## config.mk

```make
export PLATFORM = sky130hd
export DESIGN_NAME = bw_mul_top
export DESIGN_NICKNAME = d
export VERILOG_FILES = /design/src/rtl/bw_mul_pkg.sv /design/src/rtl/bw_fa.sv /design/src/rtl/bw_ha.sv /design/src/rtl/bw_pp_rows.sv /design/src/rtl/bw_csa_tree.sv /design/src/rtl/bw_cpa.sv /design/src/rtl/bw_mul_top.sv
export SDC_FILE = /design/constraint.sdc
export NUM_CORES = 1
export LEC_CHECK = 0
export BUFFER_PORTS_ARGS = -buffer_cell sky130_fd_sc_hd__buf_2
export CORE_AREA = 2 2 73 75
export DETAILED_ROUTE_END_ITERATION = 8
export DIE_AREA = 0 0 75 77
export PLACE_DENSITY = 0.74
export SLEW_MARGIN = 0
export SYNTH_ARGS = -nofsm -noshare
export SYNTH_HDL_FRONTEND = slang
export SYNTH_SLANG_ARGS = --single-unit
```

## constraint.sdc

```tcl
create_clock -name clk -period 8.9 [get_ports clk]
set_input_delay 1.335 -clock clk [delete_from_list [all_inputs] [get_ports clk]]
set_output_delay 1.335 -clock clk [all_outputs]
set_load 0.1 [all_outputs]
```

## src/rtl/bw_mul_pkg.sv

```systemverilog
package bw_mul_pkg;

   // rows left after one carry-save level: each group of three becomes two
   function automatic int csa_next_rows(input int n);
      return (n / 3) * 2 + (n % 3);
   endfunction

   // number of carry-save levels needed to bring n rows down to two
   function automatic int csa_level_count(input int n);
      int rows;
      int lvl;
      rows = n;
      lvl  = 0;
      while (rows > 2) begin
         rows = csa_next_rows(rows);
         lvl++;
      end
      return lvl;
   endfunction

   // rows present at the input of a given level
   function automatic int csa_rows_at(input int n, input int level);
      int rows;
      rows = n;
      for (int k = 0; k < level; k++) begin
         rows = csa_next_rows(rows);
      end
      return rows;
   endfunction

endpackage

```

## src/rtl/bw_fa.sv

```systemverilog
module bw_fa (
   input  logic a,
   input  logic b,
   input  logic ci,
   output logic s,
   output logic co
);
   assign s  = a ^ b ^ ci;
   assign co = (a & b) | (a & ci) | (b & ci);
endmodule

```

## src/rtl/bw_ha.sv

```systemverilog
module bw_ha (
   input  logic a,
   input  logic b,
   output logic s,
   output logic co
);
   assign s  = a ^ b;
   assign co = a & b;
endmodule

```

## src/rtl/bw_pp_rows.sv

```systemverilog
module bw_pp_rows #(
   parameter int W = 8
) (
   input  logic [W-1:0]   mcand,
   input  logic [W-1:0]   mplier,
   output logic [2*W-1:0] rows [0:W]
);
   localparam int PW = 2 * W;

   // one row per multiplier bit, weighted by that bit's position
   for (genvar j = 0; j < W; j++) begin : g_row
      logic [W-1:0] term;
      for (genvar i = 0; i < W; i++) begin : g_bit
         localparam bit FLIP = (i == W - 1) ^ (j == W - 1);
         if (FLIP) begin : g_inv
            assign term[i] = ~(mcand[i] & mplier[j]);
         end else begin : g_pos
            assign term[i] = mcand[i] & mplier[j];
         end
      end
      assign rows[j] = PW'(term) << j;
   end

   // constant correction: one at column W and one at the top column
   localparam logic [PW-1:0] FIX = (PW'(1) << W) | (PW'(1) << (PW - 1));
   assign rows[W] = FIX;

endmodule

```

## src/rtl/bw_csa_tree.sv

```systemverilog
module bw_csa_tree
   import bw_mul_pkg::*;
#(
   parameter int PW = 16,
   parameter int N  = 9
) (
   input  logic [PW-1:0] rin [0:N-1],
   output logic [PW-1:0] sum_row,
   output logic [PW-1:0] carry_row
);
   localparam int L = csa_level_count(N);

   logic [PW-1:0] lv [0:L][0:N-1];

   for (genvar r = 0; r < N; r++) begin : g_in
      assign lv[0][r] = rin[r];
   end

   for (genvar l = 0; l < L; l++) begin : g_lvl
      localparam int NIN  = csa_rows_at(N, l);
      localparam int NG   = NIN / 3;
      localparam int NOUT = csa_rows_at(N, l + 1);

      for (genvar g = 0; g < NG; g++) begin : g_grp
         assign lv[l+1][2*g+1][0] = 1'b0;
         for (genvar k = 0; k < PW; k++) begin : g_col
            if (k < PW - 1) begin : g_fa
               bw_fa u_fa (
                  .a  (lv[l][3*g][k]),
                  .b  (lv[l][3*g+1][k]),
                  .ci (lv[l][3*g+2][k]),
                  .s  (lv[l+1][2*g][k]),
                  .co (lv[l+1][2*g+1][k+1])
               );
            end else begin : g_top
               // carry out of the top column falls outside the result width
               assign lv[l+1][2*g][k] = lv[l][3*g][k] ^ lv[l][3*g+1][k] ^ lv[l][3*g+2][k];
            end
         end
      end

      for (genvar r = 3 * NG; r < NIN; r++) begin : g_pass
         assign lv[l+1][2*NG + r - 3*NG] = lv[l][r];
      end

      for (genvar r = NOUT; r < N; r++) begin : g_idle
         assign lv[l+1][r] = '0;
      end
   end

   assign sum_row   = lv[L][0];
   assign carry_row = lv[L][1];

endmodule

```

## src/rtl/bw_cpa.sv

```systemverilog
module bw_cpa #(
   parameter int PW = 16
) (
   input  logic [PW-1:0] x,
   input  logic [PW-1:0] y,
   output logic [PW-1:0] s
);
   logic [PW-2:0] c;

   for (genvar k = 0; k < PW; k++) begin : g_bit
      if (k == 0) begin : g_lsb
         bw_ha u_ha (.a(x[0]), .b(y[0]), .s(s[0]), .co(c[0]));
      end else if (k < PW - 1) begin : g_mid
         bw_fa u_fa (.a(x[k]), .b(y[k]), .ci(c[k-1]), .s(s[k]), .co(c[k]));
      end else begin : g_msb
         assign s[k] = x[k] ^ y[k] ^ c[k-1];
      end
   end

endmodule

```

## src/rtl/bw_mul_top.sv

```systemverilog
module bw_mul_top #(
   parameter int W = 8
) (
   input  logic         clk,
   input  logic         rst,
   input  logic [W-1:0] op_a,
   input  logic [W-1:0] op_b,
   output logic [W-1:0] prod_lo,
   output logic [W-1:0] prod_hi
);
   localparam int PW = 2 * W;
   localparam int NR = W + 1;

   if (W < 2) begin : g_bad_width
      $error("bw_mul_top: operand width must be at least 2");
   end

   logic [PW-1:0] pp_rows [0:W];
   logic [PW-1:0] red_s;
   logic [PW-1:0] red_c;
   logic [PW-1:0] sum_w;
   logic [PW-1:0] prod_q;

   bw_pp_rows #(.W(W)) u_rows (
      .mcand  (op_a),
      .mplier (op_b),
      .rows   (pp_rows)
   );

   bw_csa_tree #(.PW(PW), .N(NR)) u_tree (
      .rin       (pp_rows),
      .sum_row   (red_s),
      .carry_row (red_c)
   );

   bw_cpa #(.PW(PW)) u_cpa (
      .x (red_s),
      .y (red_c),
      .s (sum_w)
   );

   always_ff @(posedge clk) begin
      if (rst) prod_q <= '0;
      else     prod_q <= sum_w;
   end

   assign prod_lo = prod_q[W-1:0];
   assign prod_hi = prod_q[PW-1:W];

   // ---------------- assertions ----------------
   logic signed [PW-1:0] a_ext;
   logic signed [PW-1:0] b_ext;
   assign a_ext = PW'($signed(op_a));
   assign b_ext = PW'($signed(op_b));

   assert_exact_product_R1: assert property (@(posedge clk) disable iff (rst)
      !$past(rst) |-> ($signed({prod_hi, prod_lo}) == $past(a_ext) * $past(b_ext)));

   assert_reset_clear_R4: assert property (@(posedge clk)
      rst |=> ({prod_hi, prod_lo} == '0));

   assert_zero_operand_R5: assert property (@(posedge clk) disable iff (rst)
      (!$past(rst) && ($past(op_a) == '0 || $past(op_b) == '0)) |-> ({prod_hi, prod_lo} == '0));

   assert_sign_bit_R7: assert property (@(posedge clk) disable iff (rst)
      (!$past(rst) && $past(op_a) != '0 && $past(op_b) != '0)
      |-> (prod_hi[W-1] == ($past(op_a[W-1]) ^ $past(op_b[W-1]))));

   assert_hold_stable_R8: assert property (@(posedge clk) disable iff (rst)
      (!$past(rst) && $stable(op_a) && $stable(op_b)) |=> $stable({prod_hi, prod_lo}));

endmodule

```

# Word level (Yosys, flattened, before mapping)
# Index checks and enable logic that the tools add are counted.
[classes] bitwise_logic=456
[op_table] op="$and 1x1->1" count=227
[op_table] op="$xor 1x1->1" count=119
[op_table] op="$or 1x1->1" count=94
[op_table] op="$not 1->1" count=16
[totals] ff_bits=16 input_bits=18 wordCells=457

# Longest topological paths before layout
# Gate-level depths: netlist of run 1.
[logic_depth] ltp_word=39 mapped_depth=22 ltp_nobuf=21

# Hierarchy
# Synthesis of run 1 repeated with hierarchy kept, for this count alone.
[unflattened] hier_cells=345 area_unflattened_um2=4242.8
[modules_own_cells] mod="bw_fa" instances=119 cells_each=1 area_each_um2=20.0 seq_area_each_um2=0.0
[modules_own_cells] mod="bw_pp_rows" instances=1 cells_each=147 area_each_um2=978.4 seq_area_each_um2=0.0
[modules_own_cells] mod="bw_mul_top" instances=1 cells_each=33 area_each_um2=464.2 seq_area_each_um2=320.3
[modules_own_cells] mod="bw_csa_tree" instances=1 cells_each=44 area_each_um2=381.6 seq_area_each_um2=0.0
[modules_own_cells] mod="bw_cpa" instances=1 cells_each=1 area_each_um2=23.8 seq_area_each_um2=0.0
[modules_own_cells] mod="bw_ha" instances=1 cells_each=1 area_each_um2=12.5 seq_area_each_um2=0.0

# Worst setup path before layout of run 1
# No wires, ideal clock.
[synth_timing] path_type="input port to flip-flop" from="input op_b[3]" to="register prod_q[15]" arrival_ns=7.029 path_slack_ns=1.756 cell_stages=21 n_path_buf=1 cell_sequence="buf_2 nand2_1 fa_1 fa_1 inv_1 fa_1 ha_1 ha_1 inv_1 fa_1 fa_1 inv_1 fa_1 fa_1 fa_1 fa_1 fa_1 fa_1 fa_1 xnor2_1 nor2_1"
[synth_between] elab_chain_cells=37 elab_cells_between_ends=250 classes_between="250 x bitwise"
[synth_lines] item="start, declared" line_no="bw_mul_top.sv:7" text="input logic [W-1:0] op_b,"
[synth_lines] item="$and 1x1->1" line_no="bw_pp_rows.sv:18" text="assign term[i] = mcand[i] & mplier[j];"
[synth_lines] item="$xor 1x1->1" line_no="bw_fa.sv:8" text="assign s = a ^ b ^ ci;"
[synth_lines] item="$xor 1x1->1 or $and 1x1->1 (tied branches)" line_no="bw_fa.sv:8, bw_fa.sv:9"
[synth_lines] item="$and 1x1->1 or $or 1x1->1 (tied branches)" line_no="bw_fa.sv:9" text="assign co = (a & b) | (a & ci) | (b & ci);"
[synth_lines] item="$or 1x1->1" line_no="bw_fa.sv:9"
[synth_lines] item="$or 1x1->1 (tied with other cells)" line_no="bw_fa.sv:9"
[synth_lines] item="$xor 1x1->1 or $or 1x1->1 (tied branches) (2 in series)" line_no="bw_fa.sv:8, bw_fa.sv:9"
[synth_lines] item="$xor 1x1->1 or $and 1x1->1 (tied branches)" line_no="bw_fa.sv:8, bw_fa.sv:9"
[synth_lines] item="[19 not listed]"
[synth_lines] item="$or 1x1->1 (2 in series)" line_no="bw_fa.sv:9"
[synth_lines] item="$and 1x1->1" line_no="bw_fa.sv:9"
[synth_lines] item="$or 1x1->1" line_no="bw_fa.sv:9"
[synth_lines] item="$or 1x1->1 *" line_no="bw_fa.sv:9"
[synth_lines] item="$and 1x1->1" line_no="bw_fa.sv:9"
[synth_lines] item="$or 1x1->1" line_no="bw_fa.sv:9"
[synth_lines] item="$or 1x1->1 *" line_no="bw_fa.sv:9"
[synth_lines] item="$xor 1x1->1 *" line_no="bw_cpa.sv:16" text="assign s[k] = x[k] ^ y[k] ^ c[k-1];"
[synth_lines] item="end signal, assigned" line_no="bw_mul_top.sv:44" text="else prod_q <= sum_w;"
[synth_lines] item="end, declared" line_no="bw_mul_top.sv:22" text="logic [PW-1:0] prod_q;"
# Every way passes the cells marked *; elsewhere a longest branch is shown, timed or not.
# A chain may end at the register's enable or synchronous reset.

# Final worst setup path of run 1
[layout_timing] from="input op_b[0]" to="register prod_q[15]"
[layout_between] elab_chain_cells=39 elab_cells_between_ends=200 classes_between="200 x bitwise"
[layout_lines] item="$and 1x1->1" line_no="bw_pp_rows.sv:18"
[layout_lines] item="$and 1x1->1" line_no="bw_fa.sv:9"
[layout_lines] item="$or 1x1->1 (2 in series)" line_no="bw_fa.sv:9"
[layout_lines] item="$and 1x1->1" line_no="bw_fa.sv:9"
[layout_lines] item="$or 1x1->1 (2 in series)" line_no="bw_fa.sv:9"
[layout_lines] item="$and 1x1->1 or $xor 1x1->1 (tied branches)" line_no="bw_fa.sv:9, bw_fa.sv:8"
[layout_lines] item="$or 1x1->1 or $xor 1x1->1 (tied branches) (2 in series)" line_no="bw_fa.sv:9, bw_fa.sv:8"
[layout_lines] item="$xor 1x1->1 or $and 1x1->1 (tied branches)" line_no="bw_fa.sv:8, bw_fa.sv:9"
[layout_lines] item="[20 not listed]"
[layout_lines] item="$or 1x1->1 *" line_no="bw_fa.sv:9"
[layout_lines] item="$and 1x1->1" line_no="bw_fa.sv:9"
[layout_lines] item="$or 1x1->1" line_no="bw_fa.sv:9"
[layout_lines] item="$or 1x1->1 *" line_no="bw_fa.sv:9"
[layout_lines] item="$and 1x1->1" line_no="bw_fa.sv:9"
[layout_lines] item="$or 1x1->1" line_no="bw_fa.sv:9"
[layout_lines] item="$or 1x1->1 *" line_no="bw_fa.sv:9"
[layout_lines] item="$xor 1x1->1 *" line_no="bw_cpa.sv:16"
# Marks and branches as above.

==> results.ini, run 1 <==
[cts]
post_cts_buffers = 0
ctsHoldBuffers = 0
clkTransAtPathRegs_ns = 0.06
cts_tree = done
cts_root_buf = clkbuf_8
cts_resized = 0
clock_path_buffers = 2
clock_sinks = 16
cts_buffers = 3
cts_htree_levels = 1

[route]
wire_per_inst_microns = 11.2
drtIter0Drc = 26
ant_nets = 0
dr_total_vias = 1484
drcViolationCount = 0
dr.pass1.iters = 4
via_per_inst = 4.57
routed_wl_microns = 3630

[timing]
finalHoldViolCount = 0
rsz0062_at_grt = no
slew_viol_final = 0
maxSlewHeadroom_pct = 67.3
period_share_pct = 80.0
fin_setup_tns_ns = 0
fin_crit_ns = 7.12
setup_viol = 0
worst_slew_pin_slew_ns = 0.493
clock.fmax_mhz = 140
fin_ws_ns = 1.78
hold_slack_ns = 1.40

[power_and_ir_drop]
ir_worst_vdd_mv = 0.190
power_mw = 0.618
p_leak_nw = 1.29
powerDensity_nw_per_um2 = 251

[setup_path]
path_cells = buf_2, nand2_1, fa_1, fa_1, inv_1, fa_1, ha_1, ha_1, inv_1, fa_1, fa_1, inv_1, fa_1, fa_1, fa_1, fa_1, fa_1, fa_1, fa_1, xnor2_1, nor2_1
worstPathArrival_ns = 7.25
max_stage_delay_ns = 0.54
crit_required_ns = 9.03
start_kind = primary input
cp-end-kind = flop
slowest_stage = fa_1
path_class = in2reg
cp_common_cell = fa_1
worstPathMaxFanout = 8

[synthesis]
synth-compound-area-share_pct = 0
syn_area_per_cell_sq_um = 9.87
synth_xor_area_share_pct = 0.402
ys_seq_area_share_pct = 14.7
yosys_warnings = 0
synthCells = 221
yosys.area_share.simple_pct = 18.8
synth_top_family_by_area = adder cells
muxShareOfSynthArea_pct = 0
synth_adder_area_share_pct = 56.3
syn_nets = 309
yosysUniqueCellTypes = 12
syn-cell-area_sq_um = 2180
ys_seq_elements = 16

[place]
dpl.hpwl_microns = 3300
gp_congestion = 0.801
io_buffers = 33
placedCellCount = 321
post-place-ws_ns = 1.46
dpl_cell_area_sq_um = 2410

[floorplanning]
dieWidth_microns = 75
pin_count = 34
core_area_sq_um = 4980
die_h_microns = 77
die-area_sq_um = 5780
start_util_pct = 43.8
core.rowCount = 26

[worst_hold_path]
hp-class = in2reg

[job]
drv_cap = 0

[finish]
instances_no_fill = 325
area_delta_synth_final_pct = 13.1
utilization_pct = 49.6
drive_gt1_share_pct = 19.2
top_register = prod_q
largest_reg_flops = 16
stdcell_area_sq_um = 2470
fin_nets = 344
top_regs = prod_q: 16 flops
insertedDiodeCount = 0

[grt]
track_usage_pct = 14.2
overflow = 0
grt_max_degree = 17
grt_antenna_before_repair = 0
grt_pass1_vias = 1477
grt_pass1_wl_microns = 6470

[status]
status = finished, final reports clean

## kinds of logic (layout without fill, tap and decap cells)
logic type / count (synthesis) / in the layout
fa+ha+maj: 70 / 70
xor+xnor: 1 / 1
flops: 16 / 16
simple gates: 80 / 80
buf+inv: 54 / 88
## cells in the final DEF, fill, tap and decap left out
cell / synthesis / routed
buf_2: 2 / 33
and2_1: 20 / 20
dfxtp_1: 16 / 16
and2b_2: 6 / 6
fa_1: 47 / 47
nand2_1: 44 / 44
nor2b_2: 6 / 6
inv_1: 51 / 51
ha_1: 23 / 23
xnor2_1: 1 / 1
nor2_1: 4 / 4
clkbuf_8: 0 / 4
## worst max-delay path: cells and delay by family
kind / cells / cell delay (ns)
xor+xnor: 1 / 0.16
fa+ha+maj: 14 / 5.28
buf+inv: 4 / 0.32
simple gates: 2 / 0.15
## cell type report
cell class,count,area (sq um)
multi-input cells,151,1650
flip-flops and latches,16,320
clock buffers,4,55.1
repair buffers,33,165
inverters,51,191
fillers,474,2510
well taps,70,87.6
## report_power, final
group | switching (mW) | total, mW | leakage [nW] | internal (mW)
logic | 0.309 | 0.454 | 1.13 | 0.145
registers | 0.00494 | 0.102 | 0.133 | 0.0971
clock network | 0.0226 | 0.0618 | 0.0288 | 0.0391
total | 0.337 | 0.618 | 1.29 | 0.281
## routing by layer
layer,share of wire (%),vias up,global-route usage [%]
li1,-,699,-
met1,40,750,18.4
met2,55,35,24.8
met3,4.6,0,3.15
met4,0,0,1.07
met5,0,-,0
## final timing paths
kind	startpoint	end	slack, ns	depth (start not counted)
worst max-delay path	op_b[0]	prod_q[15]	1.78	21
worst min-delay path	op_a[0]	prod_q[0]	1.40	3
## synth_stat cells (all sizes together)
cell type,instances,area [sq um]
inv,51,191
fa,47,941
nand2,44,165
ha,23,288
and2,20,125
dfxtp,16,320
and2b,6,52.6
nor2b,6,52.6
nor2,4,15.0
buf,3,21.3
xnor2,1,8.76
(Power assumes the default switching activity.)
==> run 2: changes to the inputs <==
==> constraint.sdc (replaced) <==
create_clock -name clk -period 6.81 [get_ports clk]
set_input_delay 1.0215 -clock clk [delete_from_list [all_inputs] [get_ports clk]]
set_output_delay 1.0215 -clock clk [all_outputs]
set_load 0.1 [all_outputs]
==> run 2 against run 1 <==
  * Setup slack lost 1.5 ns
  * Via count increased by 4.6%
  * Sequential cell count is the same
  * Final area rose by 8.1%
  * Critical path depth did not move
  * First-iteration DRC count rose by 130%
  * Sequential share of layout area fell by 0.97 points
  * Core utilization increased by 4.0 points
  * Die area unchanged
  * Critical endpoint unchanged
  * Worst hold slack got worse by 0.25 ns
==> results.ini, run 2 (same netlist as run 1, synthesis figures left out) <==
[status]
status = finished, final reports clean

[timing]
clock.fmax_mhz = 152
fin_setup_tns_ns = 0  ; unchanged
period_share_pct = 96.6
maxSlewHeadroom_pct = 67.6  ; +0.29 points
finalHoldViolCount = 0  ; unchanged
setup_viol = 0  ; unchanged
fin_ws_ns = 0.229  ; -1.55 ns
slew_viol_final = 0  ; unchanged
worst_slew_pin_slew_ns = 0.489  ; -0.00444 ns
fin_crit_ns = 6.58
rsz0062_at_grt = no

[place]
placedCellCount = 343  ; +6.9%
gp_congestion = 0.861  ; +7.5%
io_buffers = 33  ; unchanged
post-place-ws_ns = -0.241  ; -1.70 ns
dpl.hpwl_microns = 3800  ; +15%

[setup_path]
start_kind = primary input
worstPathArrival_ns = 6.71  ; -0.54 ns
path_class = in2reg
path_cells = buf_2, nand2_1, fa_1, fa_1, inv_1, fa_1, ha_1, ha_1, inv_1, fa_1, fa_1, inv_1, fa_1, fa_2, fa_2, fa_2, fa_2, fa_1, fa_1, xnor2_1, nor2_1
slowest_stage = fa_1
crit_required_ns = 6.94  ; -2.09 ns
cp-end-kind = flop
cp_common_cell = fa_1
max_stage_delay_ns = 0.55  ; about the same
worstPathMaxFanout = 5  ; -3

[finish]
largest_reg_flops = 16  ; unchanged
insertedDiodeCount = 0  ; unchanged
final_cell_mix = inv_1, nand2_1, fa_1
instances_no_fill = 347  ; +6.8%
top_register = prod_q
area_delta_synth_final_pct = 22.3
drive_gt1_share_pct = 27.1  ; +7.9 points
top_regs = prod_q: 16 flops
fin_nets = 366  ; +6.4%
mostFrequentLayoutCell = inv_1

[grt]
grt_pass1_wl_microns = 7450  ; +15%
grt.busiest_layer = met2
track_usage_pct = 16.8  ; +2.6 points
grt_antenna_before_repair = 0  ; unchanged
met2_usage_pct = 29.7  ; +4.9 points
use_met3_pct = 2.37  ; -0.79 points
overflow = 0  ; unchanged
grt_pass1_vias = 1685  ; +14%
grt_use_met1_pct = 22.0  ; +3.6 points
grt_max_degree = 17  ; unchanged

[route]
wire_per_inst_microns = 11.9  ; +7.0%
routed_wl_microns = 4140  ; +14%
ant_nets = 0  ; unchanged
via_per_inst = 4.47  ; -2.0%
dr_total_vias = 1552  ; +4.6%
drtIter0Drc = 61  ; +130%
drcViolationCount = 0  ; unchanged
dr.pass1.iters = 4  ; unchanged

[job]
drv_cap = 0  ; unchanged

[floorplanning]
core_area_sq_um = 4980  ; unchanged
die-area_sq_um = 5780  ; unchanged
pin_count = 34  ; unchanged
dieWidth_microns = 75  ; unchanged
core.rowCount = 26  ; unchanged
die_h_microns = 77  ; unchanged
start_util_pct = 43.8  ; unchanged

[worst_hold_path]
hp-class = in2reg
hold_depth = 2  ; -1

[cts]
cts_buffers = 3  ; unchanged
cts_root_buf = clkbuf_8
ctsHoldBuffers = 0  ; unchanged
cts_htree_levels = 1  ; unchanged
clock_path_buffers = 2  ; unchanged
clock_sinks = 16  ; unchanged
clkTransAtPathRegs_ns = 0.06  ; about the same
cts_tree = done

[power_and_ir_drop]
power_mw = 0.836  ; +35%
powerDensity_nw_per_um2 = 313  ; +25%
p_leak_nw = 1.40  ; +8.5%
ir_worst_vdd_mv = 0.375  ; +98%

[run 2: cell count changes in the layout (fill, tap and decap cells not counted)]
cell,delta
fa_1,-4
buf_4,+20
buf_12,+2
fa_2,+4
[run 2: stage by stage]
stage,hold slack (ns),cell area (sq um),utilization [%]
after floorplan,1.14,2180,-
after global placement,1.38,2610,52.3
after detailed placement,1.40,2610,52.3
after CTS,1.15,2660,53.4
after global routing,1.16,2670,53.6
final,1.14,2670,53.6
[run 2: what timing repair did]
item / in CTS / in global routing
endpoints found under the setup margin: 0 / 2
setup buffers: 0 / 0
hold endpoints to repair: 0 / 0
resized for setup: 0 / 3
[run 2: layer usage]
layer	vias up	part of all wire [%]
met4	0	0.51
met5	-	0
met2	41	54
li1	745	-
met3	2	3.9
met1	764	41
[run 2: path summary, 6_finish.rpt]
kind / end / slack (ns) / start
min: prod_q[15] / 1.14 / rst
max: prod_q[15] / 0.23 / op_a[3]
[run 2: power by group]
group | switching [mW] | internal, mW
Combinational | 0.414 | 0.208
Sequential | 0.00664 | 0.127
Clock | 0.0288 | 0.0512
Total | 0.449 | 0.386
[run 2: critical path, delay by kind of cell]
family	cells	cell delay, ns
XOR/XNOR	1	0.16
buffers and inverters	4	0.29
AND/OR/NAND/NOR	2	0.14
adder cells (fa/ha/maj)	14	5.08
[run 2: layout make-up]
cell class / count / area, sq um
tap: 70 / 87.6
timing repair buffer: 55 / 355
sequential: 16 / 320
clock buffer: 4 / 55.1
fill: 470 / 2310
inverter: 51 / 191
multi-input combinational: 151 / 1660
